===== src/rtl/tdm_arb_pkg.sv =====
package tdm_arb_pkg;

  localparam int unsigned REGION_COUNT = 2;

  typedef enum logic [0:0] {
    RGN_EXT = 1'b0,
    RGN_INT = 1'b1
  } region_e;

endpackage


===== src/rtl/tdm_slot_table.sv =====
// Per-region slot ownership storage: one write port, one combinational read port.
module tdm_slot_table #(
  parameter int N_SLOTS = 64,
  parameter int CID_W   = 4,
  parameter int SLOT_W  = 6
) (
  input  logic              clk,
  input  logic              rst_n,
  input  logic              wr_en,
  input  logic [SLOT_W-1:0] wr_idx,
  input  logic [CID_W-1:0]  wr_val,
  input  logic [SLOT_W-1:0] rd_idx,
  output logic [CID_W-1:0]  rd_val
);

  // All-ones is never a valid client number, so it marks an unowned slot.
  localparam logic [CID_W-1:0] UNOWNED = '1;

  logic [CID_W-1:0] mem_q [N_SLOTS];

  always_ff @(posedge clk or negedge rst_n) begin
    if (!rst_n) begin
      for (int s = 0; s < N_SLOTS; s++) begin
        mem_q[s] <= UNOWNED;
      end
    end else if (wr_en && (int'(wr_idx) < N_SLOTS)) begin
      mem_q[wr_idx] <= wr_val;
    end
  end

  always_comb begin
    rd_val = mem_q[rd_idx];
  end

  // a write is stored and visible on the following clock
  a_r9_write_lands: assert property (@(posedge clk) disable iff (!rst_n)
    wr_en |=> (mem_q[$past(wr_idx)] == $past(wr_val)));

endmodule


===== src/rtl/tdm_grant_picker.sv =====
// Chooses the winner for one slot: the slot owner if it requests,
// otherwise the lowest-numbered requester.
module tdm_grant_picker #(
  parameter int N_CLIENTS = 14,
  parameter int CID_W     = 4
) (
  input  logic [CID_W-1:0]     owner_id,
  input  logic [N_CLIENTS-1:0] req,
  output logic                 win_valid,
  output logic [N_CLIENTS-1:0] win_oh
);

  logic [N_CLIENTS-1:0] owner_oh;
  logic [N_CLIENTS-1:0] lowest_oh;
  logic                 owner_hit;

  // Decode the owner; values at or above N_CLIENTS decode to nothing.
  generate
    for (genvar c = 0; c < N_CLIENTS; c++) begin : g_owner_dec
      assign owner_oh[c] = (owner_id == CID_W'(c));
    end
  endgenerate

  always_comb begin
    lowest_oh = req & (~req + N_CLIENTS'(1));
    owner_hit = |(owner_oh & req);
    win_valid = |req;
    win_oh    = owner_hit ? owner_oh : lowest_oh;
  end

endmodule


===== src/rtl/tdm_region_seq.sv =====
// Slot pointer, grant and busy state for one region.
module tdm_region_seq #(
  parameter int N_CLIENTS = 14,
  parameter int N_SLOTS   = 64,
  parameter int SLOT_W    = 6
) (
  input  logic                 clk,
  input  logic                 rst_n,
  input  logic                 win_valid,
  input  logic [N_CLIENTS-1:0] win_oh,
  input  logic                 xfer_done,
  output logic [SLOT_W-1:0]    slot_ptr,
  output logic [N_CLIENTS-1:0] gnt,
  output logic                 busy
);

  localparam logic [SLOT_W-1:0] LAST_SLOT = SLOT_W'(N_SLOTS - 1);

  logic [SLOT_W-1:0]    ptr_q, ptr_nxt;
  logic [N_CLIENTS-1:0] gnt_q, gnt_nxt;
  logic                 busy_q, busy_nxt;
  logic                 advance, load, state_en;

  // Next-state
  always_comb begin
    advance = 1'b0;
    load    = 1'b0;
    if (busy_q) begin
      advance = xfer_done;
    end else if (win_valid) begin
      load = 1'b1;
    end else begin
      advance = 1'b1;
    end

    if (advance) begin
      ptr_nxt = (ptr_q == LAST_SLOT) ? '0 : ptr_q + 1'b1;
    end else begin
      ptr_nxt = ptr_q;
    end
    busy_nxt = load;
    gnt_nxt  = load ? win_oh : '0;
    state_en = advance | load;
  end

  // State registers with explicit enable
  always_ff @(posedge clk or negedge rst_n) begin
    if (!rst_n) begin
      ptr_q  <= '0;
      gnt_q  <= '0;
      busy_q <= 1'b0;
    end else if (state_en) begin
      ptr_q  <= ptr_nxt;
      gnt_q  <= gnt_nxt;
      busy_q <= busy_nxt;
    end
  end

  assign slot_ptr = ptr_q;
  assign gnt      = gnt_q;
  assign busy     = busy_q;

  // an idle slot issues nothing and steps the pointer by one with wrap
  a_r3_idle_step: assert property (@(posedge clk) disable iff (!rst_n)
    (!busy_q && !win_valid) |=>
      (!busy_q && ptr_q == (($past(ptr_q) == LAST_SLOT) ? '0 : $past(ptr_q) + 1'b1)));

  // a winner is granted on the next edge at the same slot
  a_r4_take_grant: assert property (@(posedge clk) disable iff (!rst_n)
    (!busy_q && win_valid) |=> (busy_q && gnt_q == $past(win_oh) && $stable(ptr_q)));

  // a held grant and the pointer do not move without done
  a_r7_hold: assert property (@(posedge clk) disable iff (!rst_n)
    (busy_q && !xfer_done) |=> (busy_q && $stable(gnt_q) && $stable(ptr_q)));

  // done on a held grant releases it and steps the pointer
  a_r8_release: assert property (@(posedge clk) disable iff (!rst_n)
    (busy_q && xfer_done) |=>
      (!busy_q && gnt_q == '0 &&
       ptr_q == (($past(ptr_q) == LAST_SLOT) ? '0 : $past(ptr_q) + 1'b1)));

  // grant is one-hot-or-zero and agrees with busy
  a_r10_gnt_busy: assert property (@(posedge clk) disable iff (!rst_n)
    ($onehot0(gnt_q) && (busy_q == (gnt_q != '0))));

endmodule


===== src/rtl/tdm_slot_arbiter.sv =====
// Two-region slot-table time-division arbiter.
module tdm_slot_arbiter
  import tdm_arb_pkg::*;
#(
  parameter  int N_CLIENTS = 14,
  parameter  int N_SLOTS   = 64,
  localparam int CID_W     = $clog2(N_CLIENTS + 1),
  localparam int SLOT_W    = $clog2(N_SLOTS)
) (
  input  logic                 clk,
  input  logic                 rst_n,
  input  logic                 cfg_we,
  input  logic                 cfg_region,
  input  logic [SLOT_W-1:0]    cfg_slot,
  input  logic [CID_W-1:0]     cfg_client,
  input  logic [N_CLIENTS-1:0] ext_req,
  input  logic                 ext_done,
  output logic [N_CLIENTS-1:0] ext_gnt,
  output logic                 ext_busy,
  output logic [SLOT_W-1:0]    ext_slot,
  input  logic [N_CLIENTS-1:0] int_req,
  input  logic                 int_done,
  output logic [N_CLIENTS-1:0] int_gnt,
  output logic                 int_busy,
  output logic [SLOT_W-1:0]    int_slot
);

  // Reset: asserted asynchronously, released on the clock
  logic rst_meta_q, core_rst_n;

  always_ff @(posedge clk or negedge rst_n) begin
    if (!rst_n) begin
      rst_meta_q <= 1'b0;
      core_rst_n <= 1'b0;
    end else begin
      rst_meta_q <= 1'b1;
      core_rst_n <= rst_meta_q;
    end
  end

  // Region-indexed views of the ports (index 0 external, 1 internal)
  logic [REGION_COUNT-1:0][N_CLIENTS-1:0] req_a, gnt_a;
  logic [REGION_COUNT-1:0][SLOT_W-1:0]    slot_a;
  logic [REGION_COUNT-1:0]                done_a, busy_a;

  assign req_a[0]  = ext_req;
  assign req_a[1]  = int_req;
  assign done_a[0] = ext_done;
  assign done_a[1] = int_done;

  assign ext_gnt  = gnt_a[0];
  assign int_gnt  = gnt_a[1];
  assign ext_busy = busy_a[0];
  assign int_busy = busy_a[1];
  assign ext_slot = slot_a[0];
  assign int_slot = slot_a[1];

  generate
    for (genvar r = 0; r < REGION_COUNT; r++) begin : g_region
      localparam region_e RID = region_e'(r);

      logic                 tbl_we;
      logic [CID_W-1:0]     owner_id;
      logic                 win_valid;
      logic [N_CLIENTS-1:0] win_oh;

      assign tbl_we = cfg_we && (region_e'(cfg_region) == RID);

      tdm_slot_table #(
        .N_SLOTS (N_SLOTS),
        .CID_W   (CID_W),
        .SLOT_W  (SLOT_W)
      ) u_table (
        .clk    (clk),
        .rst_n  (core_rst_n),
        .wr_en  (tbl_we),
        .wr_idx (cfg_slot),
        .wr_val (cfg_client),
        .rd_idx (slot_a[r]),
        .rd_val (owner_id)
      );

      tdm_grant_picker #(
        .N_CLIENTS (N_CLIENTS),
        .CID_W     (CID_W)
      ) u_pick (
        .owner_id  (owner_id),
        .req       (req_a[r]),
        .win_valid (win_valid),
        .win_oh    (win_oh)
      );

      tdm_region_seq #(
        .N_CLIENTS (N_CLIENTS),
        .N_SLOTS   (N_SLOTS),
        .SLOT_W    (SLOT_W)
      ) u_seq (
        .clk       (clk),
        .rst_n     (core_rst_n),
        .win_valid (win_valid),
        .win_oh    (win_oh),
        .xfer_done (done_a[r]),
        .slot_ptr  (slot_a[r]),
        .gnt       (gnt_a[r]),
        .busy      (busy_a[r])
      );
    end
  endgenerate

endmodule


===== config.mk =====
export PLATFORM = sky130hd
export DESIGN_NAME = tdm_slot_arbiter
export DESIGN_NICKNAME = d
export VERILOG_FILES = /design/src/rtl/tdm_arb_pkg.sv /design/src/rtl/tdm_slot_table.sv /design/src/rtl/tdm_grant_picker.sv /design/src/rtl/tdm_region_seq.sv /design/src/rtl/tdm_slot_arbiter.sv
export SDC_FILE = /design/constraint.sdc
export NUM_CORES = 1
export LEC_CHECK = 0
export BUFFER_PORTS_ARGS = -buffer_cell sky130_fd_sc_hd__buf_2
export CAP_MARGIN = 20
export CORE_MARGIN = 2
export CORE_UTILIZATION = 30
export CTS_BUF_LIST = sky130_fd_sc_hd__clkbuf_2
export DETAILED_ROUTE_END_ITERATION = 6
export PLACE_DENSITY = 0.41
export SKIP_CTS_REPAIR_TIMING = 1
export SLEW_MARGIN = 25
export SYNTH_ARGS = -nofsm -noshare
export SYNTH_HDL_FRONTEND = slang
export SYNTH_SLANG_ARGS = --single-unit
export TNS_END_PERCENT = 1

===== constraint.sdc =====
create_clock -name clk -period 33.2 [get_ports clk]
set_input_delay 3.32 -clock clk [delete_from_list [all_inputs] [get_ports clk]]
set_output_delay 3.32 -clock clk [all_outputs]
set_load 0.02 [all_outputs]

# Yosys cells after proc, flatten, opt, wreduce, memory -nomap -nowiden
# Cells that the tools add are included.
# totals
register_bits	556
out_inout_bits	42
# op_classes
n_addsub	4
magnitude_cmp	4
eq_ne	28
n_mux	24
n_bitwise	12
reduce_logical	11
# op_table
operator	count
256-bit bitwise mux	2
14-bit AND	4
14-bit two-way mux	4
14-bit OR reduction	4
4-bit binary-select mux with 6-bit select	2
4-bit equality test (second input constant)	12
4-bit by 3-bit equality test with 1-bit output (second input constant)	8
14-bit by 1-bit adder with 14-bit output (second input constant)	2
14-bit NOT	2
4-bit demux with 6-bit select	1
7-bit >= comparator (second input constant)	3
6-bit NOT with 7-bit output	3
4-bit two-way mux	5
4-bit by 2-bit equality test with 1-bit output (second input constant)	4
6-bit by 1-bit adder with 6-bit output (second input constant)	2
6-bit equality test (second input constant)	2
6-bit two-way mux	2
4-bit by 1-bit equality test with 1-bit output (second input constant)	2
4-bit zero test	2
1-bit two-way mux	8
7-bit by 1-bit < comparator with 1-bit output (second input constant)	1
2-bit AND reduction	2
1-bit logical AND	3
1-bit bitwise OR	2
1-bit NOT	1

# Longest topological paths before layout
# depth
depth_word	9
ltp_mapped	17
depth_no_buf	10

# Cells and area by module
# A second synthesis with hierarchy kept.
# hier_totals
cells_unflattened	1941
area_unflattened_um2	27491.4
# modules_own_cells
mod	instances	cells_each	area_per_inst_um2
tdm_slot_table	2	797	12310.6
tdm_region_seq	2	92	907.1
tdm_grant_picker	2	79	493.0
tdm_slot_arbiter	1	5	70.1

# Worst setup path before layout
# No wires, ideal clock.
# synth_path
path_type	input to register
startpoint	input port int_req[1]
endpoint	register g_region[1].u_seq.ptr_q[3]
arrival_ns	5.513
required_time_ns	33.116
path_slack_ns	27.603
path_stages	9
n_path_buf	0
path_cell_list	or4_1 -> nor3_1 -> nand3_1 -> nor3_1 -> a21oi_1 -> nor2_1 -> nand2_1 -> or3_1 -> o21ai_0
# synth_between
elab_chain_cells	5
# synth_rtl
item	line	rtl
start: declaration	tdm_slot_arbiter.sv:21	input logic [N_CLIENTS-1:0] int_req,
14-bit OR reduction (*)	tdm_grant_picker.sv:27	win_valid = |req;
1-bit two-way mux	tdm_region_seq.sv:30	end else if (win_valid) begin
1-bit two-way mux	tdm_region_seq.sv:28	if (busy_q) begin
1-bit bitwise OR	tdm_region_seq.sv:43	state_en = advance | load;
2-bit AND reduction (no source line) (*)	--	
end signal: assignment	tdm_region_seq.sv:53	ptr_q <= ptr_nxt;
end: declaration	tdm_region_seq.sv:19	logic [SLOT_W-1:0] ptr_q, ptr_nxt;
# Every way passes the cells marked *; elsewhere a longest branch is shown, timed or not.
# A chain may end at the register's enable or synchronous reset.

# Final worst setup path
# layout_path
startpoint	register g_region[1].u_seq.ptr_q[0]
endpoint	output port int_slot[0]
# layout_rtl
item	line	rtl
end: declaration	tdm_slot_arbiter.sv:25	output logic [SLOT_W-1:0] int_slot
# No word-level cell between the ends.

==> results.toml <==
[run_status]
status = "completed"

[clocking]
cts-root-buf = "clkbuf_2"
insertion_delay_ns = 1.34
cts_tree = "yes"
clk_pin_slew_ns = 0.10
cts_sinks = 556
cts_buffers = 162
cts_buffer_depth = 3
cts_htree_levels = 4

[route]
ant_nets = 0
vias_per_cell = 5.13
drtPass1Iterations = 4
vias = 17400
routedWlPerCell_um = 23.7
drc_errors = 0
drt_iter0_markers = 839
drt_wl_total_mm = 80.3

[global_route]
grt_remaining_overflow = 0
grt_usage_pct = 17.5
grt_max_degree = 93
grt_pass1_vias = 19000
antenna_found_initial = 9
grt_pass1_wl_mm = 123

[final_layout]
stdcell_area_um2 = 30400
area_delta_synth_final_pct = 10.9
fill_cells = 8965
final_nets = 2154
drive_above_1_share_pct = 69.1

[timing]
setup_viol = 0
slew_violations = 0
clock_skew_ns = 0.0646
period_share_pct = 19.4
min_period_ns = 6.43
hold_viol = 0
worst_pin_slew_ns = 1.11
slew_headroom_pct = 26.0
tns_ns = 0
fmax_mhz = 155
rsz0062_at_grt = "false"

[power]
p_seq_share_pct = 41.8
swShare_pct = 38.5
power_frac_comb_pct = 32.4
power.leakage_nw = 12.1
power.internal_mw = 1.28
power.switching_uw = 801
peakVddDrop_mv = 0.0328
p_per_area_nw_per_um2 = 68.6
clkPwrFrac_pct = 25.8

[synth]
syn_avg_cell_area_um2 = 13.9
yosysUniqueCellTypes = 84
ys_seq_elements = 556
yosysSeqAreaShare_pct = 53.2
ys_warn_count = 0
netlist_instances = 1965
synthFlopType = "dfstp_2"
async_flop_share_pct = 100
synth-edff-count = 0
syn_area_um2 = 27400
synth.net_count = 2011

[placement]
placedInstanceArea_um2 = 28900
globalplace.congestion = 0.839
port_buffers = 85
place_hpwl_mm = 52.2

[worst_setup_path]
required_ns = 29.88
critPathKind = "reg -> out"
cp-end-kind = "output port"
critPathMaxFanout = 38
worst_ep_arrival_time_ns = 3.11
cp-start-kind = "flop"

[floorplan]
initial_utilization_pct = 30.3
die_y_um = 306
coreArea_um2 = 90300
ios = 86
chipWidth_um = 306
die_area_um2 = 93700
rows = 110

[job]
maxCapViolCount = 0

[worst_hold_path]
hold_path_class = "reg -> reg"
==> Yosys cell counts (14+ instances only) <==
cell	count	area (um2)
a22oi_1	22	165
dfrtp_1	44	1100
and2_1	15	93.8
nand4_1	16	100
mux4_2	102	2300
a21oi_1	20	100
nand2_1	84	315
inv_1	19	71.3
dfstp_2	512	13500
o21ai_0	14	70.1
clkbuf_1	97	364
mux2_2	526	5920
mux2i_1	67	671
nor2_1	148	556
nor3_1	16	80.1
nand3_1	33	165
==> power groups by stage <==
stage	registers (mW)	logic, mW	clock network [mW]
detailed placement	0.882	0.677	0
CTS	0.872	0.678	0.569
global placement	0.880	0.676	0
finish	0.869	0.675	0.538
floorplan	0.845	0.502	0
global route	0.883	0.730	0.603
==> final cells by class <==
cell class | count | area (um2) | share of cell area, %
tap | 1176 | 1470 | 4.85
clock buffer | 237 | 1190 | 3.91
clock inverter | 32 | 304 | 1.00
inverter | 21 | 78.8 | 0.260
multi-input combinational | 1256 | 12100 | 39.9
antenna | 3 | 7.51 | 0.0247
sequential | 556 | 14600 | 48.0
timing repair buffer | 111 | 638 | 2.10
==> critical path, stage by stage, from the launching register on <==
cell and delay (ns):
dfrtp_4 0.75, buf_4 0.70, buf_2 0.30
==> worst paths after layout <==
| check | from | endpoint | slack, ns | cells past startpoint |
|---|---|---|---|---|
| worst min-delay path | rst_meta_q$_DFF_PN0_ | core_rst_n$_DFF_PN0_ | 0.36 | 0 |
| worst max-delay path | g_region[1].u_seq.slot_ptr[0]$_DFFE_PN0P_ | int_slot[0] | 26.77 | 2 |
| worst min register to register | rst_meta_q$_DFF_PN0_ | core_rst_n$_DFF_PN0_ | 0.36 | 0 |
| max in group asynchronous | core_rst_n$_DFF_PN0_ | g_region[0].u_seq.gnt[7]$_DFFE_PN0P_ | 29.93 | 3 |
| min in group asynchronous | core_rst_n$_DFF_PN0_ | g_region[1].u_table.mem_q[102]$_DFFE_PN1P_ | 0.86 | 0 |
| worst max register to register | g_region[1].u_seq.slot_ptr[0]$_DFFE_PN0P_ | g_region[1].u_seq.gnt[11]$_DFFE_PN0P_ | 27.81 | 12 |
==> registers in the layout, summed over array words and instances (netlist names) <==
signal / count
core_rst_n: 1
g_region.u_seq.gnt: 28
g_region.u_table.mem_q: 512
rst_meta_q: 1
g_region.u_seq.slot_ptr: 12
g_region.u_seq.busy: 2
==> logic make-up after synthesis <==
logic type	share of synthesized area, %
buffers and inverters	2.63
AO/OA/AOI/OAI	4.46
AND/OR/NAND/NOR	6.98
multiplexers	32.5
XOR/XNOR	0.128
flip-flops	53.2
adder cells (fa/ha/maj)	0.0914
other	0.0137
==> cell usage in the layout (no fill, tap or decap), drive strengths merged, types with 10 or more instances in the layout <==
master and n:
mux2 527, clkbuf 237, mux2i 67, a211oi 13, nand3 33, clkinv 22
o21ai 15, dfrtp 44, mux4 102, a21oi 20, nor2b 13, and2 15
nand4 16, nor3 16, nand2 85, or3 10, a22oi 22, nor2 149
nand2b 11, buf 111, dfstp 512, inv 20, o211ai 11
==> stage by stage <==
step | instances | power (mW) | utilization, % | setup WS (ns) | hold WS, ns
after floorplan | 1965 | 1.35 | - | 17.45 | 0.331
after global placement | 3120 | 1.56 | 31.9 | 26.98 | 0.335
after detailed placement | 3120 | 1.56 | 32.0 | 26.95 | 0.339
after CTS | 3389 | 2.12 | 33.6 | 26.45 | 0.367
after global routing | 3392 | 2.22 | 33.6 | 26.43 | 0.356
final | 3392 | 2.08 | 33.6 | 26.77 | 0.362
==> per-layer routing <==
layer	part of all wire (%)	vias to the layer above	track usage (%)
met4	1.9	8	5.61
met1	48	9256	24.5
li1	-	7680	-
met5	0.055	-	0
met3	4.0	126	3.76
met2	46	335	26.9
No activity file was read; power rests on OpenSTA's default activity.
